===== config.mk =====
export PLATFORM = sky130hd
export DESIGN_NAME = npc_unit
export DESIGN_NICKNAME = d
export VERILOG_FILES = /design/src/rtl/npc_pkg.sv /design/src/rtl/npc_ctrl.sv /design/src/rtl/npc_dp.sv /design/src/rtl/npc_unit.sv
export SDC_FILE = /design/constraint.sdc
export NUM_CORES = 1
export LEC_CHECK = 0
export ABC_AREA = 1
export BUFFER_PORTS_ARGS = -buffer_cell sky130_fd_sc_hd__buf_4
export CAP_MARGIN = 25
export CORE_ASPECT_RATIO = 0.8
export CORE_MARGIN = 5
export CORE_UTILIZATION = 30
export CTS_CLUSTER_DIAMETER = 50
export DETAILED_ROUTE_END_ITERATION = 6
export PLACE_DENSITY = 0.58
export SKIP_CTS_REPAIR_TIMING = 1
export SYNTH_ARGS = -nofsm -noshare
export SYNTH_HDL_FRONTEND = slang
export SYNTH_SLANG_ARGS = --single-unit

===== constraint.sdc =====
create_clock -name clk -period 5.6 [get_ports clk]
set_clock_uncertainty 0.1 [all_clocks]
set_input_delay 1.12 -clock clk [delete_from_list [all_inputs] [get_ports clk]]
set_output_delay 1.12 -clock clk [all_outputs]
set_load 0.01 [all_outputs]

===== src/rtl/npc_pkg.sv =====
package npc_pkg;
  localparam int PC_W   = 16;
  localparam int BYTE_W = 8;
  localparam int LEN_W  = 2;
  localparam int PAGE_W = 3;
  localparam int HIGH_W = PC_W - PAGE_W - BYTE_W;

  typedef enum logic [2:0] {
    TGT_SEQ,
    TGT_PAGE,
    TGT_LONG,
    TGT_RET,
    TGT_REL,
    TGT_IND
  } tgt_e;

  typedef struct packed {
    tgt_e             tgtSel;
    logic             relFromOp2;
    logic [LEN_W-1:0] insLen;
    logic             taken;
    logic             cmpOp;
  } npc_strobe_t;
endpackage


===== src/rtl/npc_ctrl.sv =====
module npc_ctrl
  import npc_pkg::*;
(
  input  logic              clk,
  input  logic              rst_n,
  input  logic              valid,
  input  logic [BYTE_W-1:0] opcode,
  input  logic [LEN_W-1:0]  seqLen,
  input  logic [BYTE_W-1:0] acc,
  input  logic              carryIn,
  input  logic              bitVal,
  input  logic [BYTE_W-1:0] cmpA,
  input  logic [BYTE_W-1:0] cmpB,
  input  logic [BYTE_W-1:0] loopVal,
  output npc_strobe_t       strobe
);
  localparam logic [BYTE_W-1:0] ONE = BYTE_W'(1);

  logic isPage, isLong, isRet, isShort, isCy, isBit, isZero, isInd, isCmp, isLoop;
  logic isCond, condTrue;

  assign isPage  = (opcode[3:0] == 4'h1);
  assign isLong  = (opcode == 8'h02) || (opcode == 8'h12);
  assign isRet   = (opcode == 8'h22) || (opcode == 8'h32);
  assign isShort = (opcode == 8'h80);
  assign isCy    = (opcode == 8'h40) || (opcode == 8'h50);
  assign isBit   = (opcode == 8'h10) || (opcode == 8'h20) || (opcode == 8'h30);
  assign isZero  = (opcode == 8'h60) || (opcode == 8'h70);
  assign isInd   = (opcode == 8'h73);
  assign isCmp   = (opcode[7:4] == 4'hB) && (opcode[3:2] != 2'b00);
  assign isLoop  = (opcode == 8'hD5) || (opcode[7:3] == 5'b11011);

  always_comb begin
    strobe        = '0;
    strobe.tgtSel = TGT_SEQ;
    strobe.insLen = seqLen;
    isCond        = 1'b0;
    condTrue      = 1'b0;
    if (isPage) begin
      strobe.tgtSel = TGT_PAGE;
      strobe.insLen = 2'd2;
      strobe.taken  = 1'b1;
    end else if (isLong) begin
      strobe.tgtSel = TGT_LONG;
      strobe.insLen = 2'd3;
      strobe.taken  = 1'b1;
    end else if (isRet) begin
      strobe.tgtSel = TGT_RET;
      strobe.insLen = 2'd1;
      strobe.taken  = 1'b1;
    end else if (isInd) begin
      strobe.tgtSel = TGT_IND;
      strobe.insLen = 2'd1;
      strobe.taken  = 1'b1;
    end else if (isShort) begin
      strobe.insLen = 2'd2;
      isCond        = 1'b1;
      condTrue      = 1'b1;
    end else if (isCy) begin
      strobe.insLen = 2'd2;
      isCond        = 1'b1;
      condTrue      = carryIn ^ opcode[4];
    end else if (isBit) begin
      strobe.insLen     = 2'd3;
      strobe.relFromOp2 = 1'b1;
      isCond            = 1'b1;
      condTrue          = bitVal ^ (opcode == 8'h30);
    end else if (isZero) begin
      strobe.insLen = 2'd2;
      isCond        = 1'b1;
      condTrue      = (acc == '0) ^ opcode[4];
    end else if (isCmp) begin
      strobe.insLen     = 2'd3;
      strobe.relFromOp2 = 1'b1;
      strobe.cmpOp      = 1'b1;
      isCond            = 1'b1;
      condTrue          = (cmpA != cmpB);
    end else if (isLoop) begin
      strobe.insLen     = opcode[3] ? 2'd2 : 2'd3;
      strobe.relFromOp2 = ~opcode[3];
      isCond            = 1'b1;
      condTrue          = (loopVal != ONE);
    end
    if (isCond) begin
      strobe.tgtSel = condTrue ? TGT_REL : TGT_SEQ;
      strobe.taken  = condTrue;
    end
  end

  // opcode classes never overlap
  decode_exclusive_chk: assert property (@(posedge clk) disable iff (!rst_n)
    $onehot0({isPage, isLong, isRet, isShort, isCy, isBit, isZero, isInd, isCmp, isLoop}));


  seq_len_legal_chk: assert property (@(posedge clk) disable iff (!rst_n)
    (valid && strobe.tgtSel == TGT_SEQ) |-> (strobe.insLen != 2'd0));
endmodule


===== src/rtl/npc_dp.sv =====
module npc_dp
  import npc_pkg::*;
(
  input  logic              clk,
  input  logic              rst_n,
  input  logic              valid,
  input  npc_strobe_t       strobe,
  input  logic [PC_W-1:0]   pc,
  input  logic [BYTE_W-1:0] opcode,
  input  logic [BYTE_W-1:0] op1,
  input  logic [BYTE_W-1:0] op2,
  input  logic [BYTE_W-1:0] acc,
  input  logic [PC_W-1:0]   dptr,
  input  logic              carryIn,
  input  logic [BYTE_W-1:0] cmpA,
  input  logic [BYTE_W-1:0] cmpB,
  input  logic [BYTE_W-1:0] stackHi,
  input  logic [BYTE_W-1:0] stackLo,
  output logic              outValid,
  output logic [PC_W-1:0]   nextPc,
  output logic              taken,
  output logic              carryOut
);
  logic [PC_W-1:0]   seqPc, relPc, pagePc, indPc, tgtPc;
  logic [BYTE_W-1:0] relByte;

  assign seqPc   = pc + {{(PC_W-LEN_W){1'b0}}, strobe.insLen};
  assign relByte = strobe.relFromOp2 ? op2 : op1;
  assign relPc   = seqPc + {{(PC_W-BYTE_W){relByte[BYTE_W-1]}}, relByte};
  assign pagePc  = {seqPc[PC_W-1 -: HIGH_W], opcode[BYTE_W-1 -: PAGE_W], op1};
  assign indPc   = dptr + {{(PC_W-BYTE_W){1'b0}}, acc};

  always_comb begin
    case (strobe.tgtSel)
      TGT_PAGE: tgtPc = pagePc;
      TGT_LONG: tgtPc = {op1, op2};
      TGT_RET:  tgtPc = {stackHi, stackLo};
      TGT_REL:  tgtPc = relPc;
      TGT_IND:  tgtPc = indPc;
      default:  tgtPc = seqPc;
    endcase
  end

  always_ff @(posedge clk) begin
    if (!rst_n) begin
      outValid <= 1'b0;
      nextPc   <= '0;
      taken    <= 1'b0;
      carryOut <= 1'b0;
    end else begin
      outValid <= valid;
      if (valid) begin
        nextPc   <= tgtPc;
        taken    <= strobe.taken;
        carryOut <= strobe.cmpOp ? (cmpA < cmpB) : carryIn;
      end
    end
  end


  out_hold_chk: assert property (@(posedge clk) disable iff (!rst_n)
    !valid |=> ($stable(nextPc) && $stable(taken) && $stable(carryOut) && !outValid));


  valid_follow_chk: assert property (@(posedge clk) disable iff (!rst_n)
    valid |=> outValid);


  carry_keep_chk: assert property (@(posedge clk) disable iff (!rst_n)
    (valid && !strobe.cmpOp) |=> (carryOut == $past(carryIn)));


  cmp_equal_chk: assert property (@(posedge clk) disable iff (!rst_n)
    (valid && strobe.cmpOp && cmpA == cmpB) |=> (!carryOut && !taken));


  not_taken_seq_chk: assert property (@(posedge clk) disable iff (!rst_n)
    (valid && !strobe.taken) |=> (nextPc == $past(seqPc)));
endmodule


===== src/rtl/npc_unit.sv =====
module npc_unit
  import npc_pkg::*;
(
  input  logic              clk,
  input  logic              rst_n,
  input  logic              valid,
  input  logic [PC_W-1:0]   pc,
  input  logic [BYTE_W-1:0] opcode,
  input  logic [BYTE_W-1:0] op1,
  input  logic [BYTE_W-1:0] op2,
  input  logic [LEN_W-1:0]  seqLen,
  input  logic [BYTE_W-1:0] acc,
  input  logic [PC_W-1:0]   dptr,
  input  logic              carryIn,
  input  logic              bitVal,
  input  logic [BYTE_W-1:0] cmpA,
  input  logic [BYTE_W-1:0] cmpB,
  input  logic [BYTE_W-1:0] loopVal,
  input  logic [BYTE_W-1:0] stackHi,
  input  logic [BYTE_W-1:0] stackLo,
  output logic              outValid,
  output logic [PC_W-1:0]   nextPc,
  output logic              taken,
  output logic              carryOut
);
  npc_strobe_t strobe;

  npc_ctrl u_ctrl (
    .clk(clk), .rst_n(rst_n), .valid(valid), .opcode(opcode), .seqLen(seqLen),
    .acc(acc), .carryIn(carryIn), .bitVal(bitVal), .cmpA(cmpA), .cmpB(cmpB),
    .loopVal(loopVal), .strobe(strobe)
  );

  npc_dp u_dp (
    .clk(clk), .rst_n(rst_n), .valid(valid), .strobe(strobe), .pc(pc),
    .opcode(opcode), .op1(op1), .op2(op2), .acc(acc), .dptr(dptr),
    .carryIn(carryIn), .cmpA(cmpA), .cmpB(cmpB), .stackHi(stackHi),
    .stackLo(stackLo), .outValid(outValid), .nextPc(nextPc), .taken(taken),
    .carryOut(carryOut)
  );
endmodule


==> results.json <==
{
  "status": "completed",
  "crit_fanout": 8,
  "synth_top_family_by_area": "simple AND/OR/NAND/NOR gates",
  "tightest_slew_ps": 720,
  "synth_area_um2": 4070,
  "drt_wl_total_um": 14700,
  "endpoint_kind": "register",
  "period_share_pct": 89.9,
  "synth_edf_count": 0,
  "cp.required_ps": 5650,
  "vias_per_cell": 4.74,
  "cts.sinks": 19,
  "grt_max_degree": 23,
  "cts_tree": "done",
  "synthXorXnorAreaFrac_pct": 3.87,
  "ff2ff_setup_slack_ps": 4800,
  "instances_no_fill": 1040,
  "path_common_cell": "inv_1",
  "rows": 38,
  "startpoint_type": "primary input",
  "pwr_density_cell_nw_per_um2": 136,
  "async_reset_ff_share_pct": 0,
  "gp_congestion": 0.965,
  "ys_warn_count": 0,
  "switching_share_pct": 41.7,
  "drtPass1Iterations": 5,
  "die_w_um": 140,
  "period_needed_ps": 5030,
  "p_comb_share_pct": 58.6,
  "rsz0062_at_grt": "no",
  "hp-class": "register to register",
  "ioPinCount": 130,
  "drt_iter0_drc": 360,
  "max_stage_delay_ps": 470,
  "synth_adder_area_share_pct": 12.5,
  "final-hold-violation-count": 0,
  "antenna_cells": 0,
  "crit_slowest_cell": "fa_1",
  "worstPathArrival_ps": 5080,
  "clkPwrFrac_pct": 20.3,
  "route.detailed.drc": 0,
  "final_max_slew_viol_count": 0,
  "synth.mux.area_fraction_pct": 0,
  "finalPower_mw": 0.721,
  "grt_pass1_vias": 4569,
  "grt_pass1_wl_um": 23300,
  "nets": 1011,
  "fillers": 1490,
  "area_delta_synth_final_pct": 30.5,
  "ys_seq_area_share_pct": 9.35,
  "fmax_ghz": 0.199,
  "synth_compound_area_share_pct": 12.7,
  "drive_above_1_share_pct": 21.4,
  "antenna_found_initial": 0,
  "root_buffer": "clkbuf_16",
  "synthesis.nets": 884,
  "gr-total-overflow": 0,
  "switchingPower_mw": 0.300,
  "syn_avg_cell_area_um2": 5.54,
  "synth_ff_type": "dfxtp_1",
  "path_buf_inv": 8,
  "irDropWorstVdd_uv": 99.3,
  "netlist_instances": 734,
  "ant_nets": 0,
  "ys_types": 43,
  "cts_htree_levels": 1,
  "ys_ff_latch": 19,
  "criticalPathCategory": "primary input to register",
  "dieArea_um2": 16000,
  "synth_simple_gate_area_share_pct": 48.1,
  "fp.dieH_um": 114,
  "port_buffers": 129,
  "hpwl_um": 12700,
  "timing.setup.tns_ps": 0,
  "path_clk_slew_ps": 60,
  "cts_made_buffers": 3,
  "critical-path-top-delay-family": "simple AND/OR/NAND/NOR gates",
  "clk-insertion-delay-late_ps": 240,
  "start_util_pct": 30.3,
  "drt-wirelength-per-cell_um": 14.1,
  "p_int_mw": 0.420,
  "total_leakage_power_nw": 2.97,
  "pwr-share-seq_pct": 21.1,
  "coreArea_um2": 13400,
  "grt_use_total_pct": 17.8,
  "maxCapViolCount": 0,
  "vias": 4929,
  "max-clock-path-buffers": 2,
  "dp.cells": 1036,
  "maxSlewHeadroom_pct": 51.9,
  "setup_violations": 0
}
==> flip-flops by register name, indices dropped and copies added, names as in the netlist <==
register,cells
u_dp.carryOut,1
u_dp.nextPc,16
u_dp.outValid,1
u_dp.taken,1
==> cells in the mapped netlist, types with 2 or more instances <==
cell type,number,area share (%)
nand4_1,20,3.1
a21oi_1,28,3.4
o211ai_1,3,0.55
nand3b_1,6,1.1
nand3_2,5,1.2
nand2_4,2,0.55
nand2_1,234,22
inv_1,125,12
nand2_2,9,1.4
o21bai_1,6,1.1
nand3_1,51,6.3
or2_2,2,0.31
o22ai_1,2,0.31
a21oi_2,10,2.2
clkbuf_1,5,0.46
nor2_2,5,0.77
ha_1,36,11
buf_2,3,0.37
o21ai_2,2,0.43
a221oi_1,4,0.86
xor2_1,9,1.9
o21ai_0,22,2.7
nor3_1,7,0.86
inv_2,4,0.37
nor2_1,85,7.8
fa_1,3,1.5
xnor2_1,9,1.9
dfxtp_1,19,9.3
buf_6,2,0.55
nor2_4,3,0.83
==> logic make-up after synthesis <==
| logic type | count (synthesis) |
|---|---|
| buf+inv | 140 |
| fa+ha+maj | 39 |
| flops | 19 |
| compound gates | 83 |
| simple gates | 435 |
| xor+xnor | 18 |
==> path summary, 6_finish.rpt <==
kind | start | to | cells after the start
worst max-delay path | opcode[1] | u_dp.nextPc[13] | 28
worst min-delay path | u_dp.nextPc[10] | u_dp.nextPc[10] | 2
worst max register to register | u_dp.nextPc[14] | u_dp.nextPc[14] | 4
worst min register to register | u_dp.nextPc[10] | u_dp.nextPc[10] | 2
==> cell usage in the layout, fill, tap and decap left out, types with 4 or more instances in the layout <==
cell type  count
nand2_1      234
buf_4        132
inv_1        125
nor2_1        85
nand3_1       51
ha_1          36
a21oi_1       28
o21ai_0       22
nand4_1       20
dfxtp_1       19
a21oi_2       10
xnor2_1        9
xor2_1         9
nand2_2        9
nor3_1         7
o21bai_1       6
nand3b_1       6
nor2_2         5
nand3_2        5
a221oi_1       4
inv_2          4
==> per-stage QoR <==
step	hold WS, ps	cell area (µm²)	utilization [%]	setup WS [ps]
2_1_floorplan	389	4070	-	1080
5_1_grt	404	5310	39.6	192
3_3_place_gp	362	5230	39.0	418
3_5_place_dp	358	5230	39.0	341
4_1_cts	367	5310	39.6	600
6_report	364	5310	39.6	567
==> final cells by class <==
type	instances	area [µm²]	area share, %
clock buffer	3	75.1	1.41
clock inverter	1	5.00	0.0943
sequential	19	380	7.16
inverter	130	490	9.24
timing repair buffer	132	991	18.7
multi-input combinational	575	3140	59.2
tap	180	225	4.24
==> worst min-delay path, stage by stage (launching register included) <==
cell     delay [ps]
dfxtp_1         310
nand2_1          60
a21oi_1          50
==> routing by layer <==
metal	track usage (%)	part of all wire, %	vias to the layer above
li1	-	-	2580
met1	28.7	53	2183
met2	25.9	40	162
met3	2.46	7.1	4
met4	0.904	0.30	0
met5	0	0	-
==> power by group through the flow <==
stage	combinational (mW)	sequential (mW)	clock, mW
detailed placement	0.417	0.155	0
finish	0.422	0.152	0.146
CTS	0.420	0.152	0.150
global route	0.477	0.153	0.156
global placement	0.416	0.155	0
floorplan	0.256	0.159	0
(Power assumes the default switching activity.)
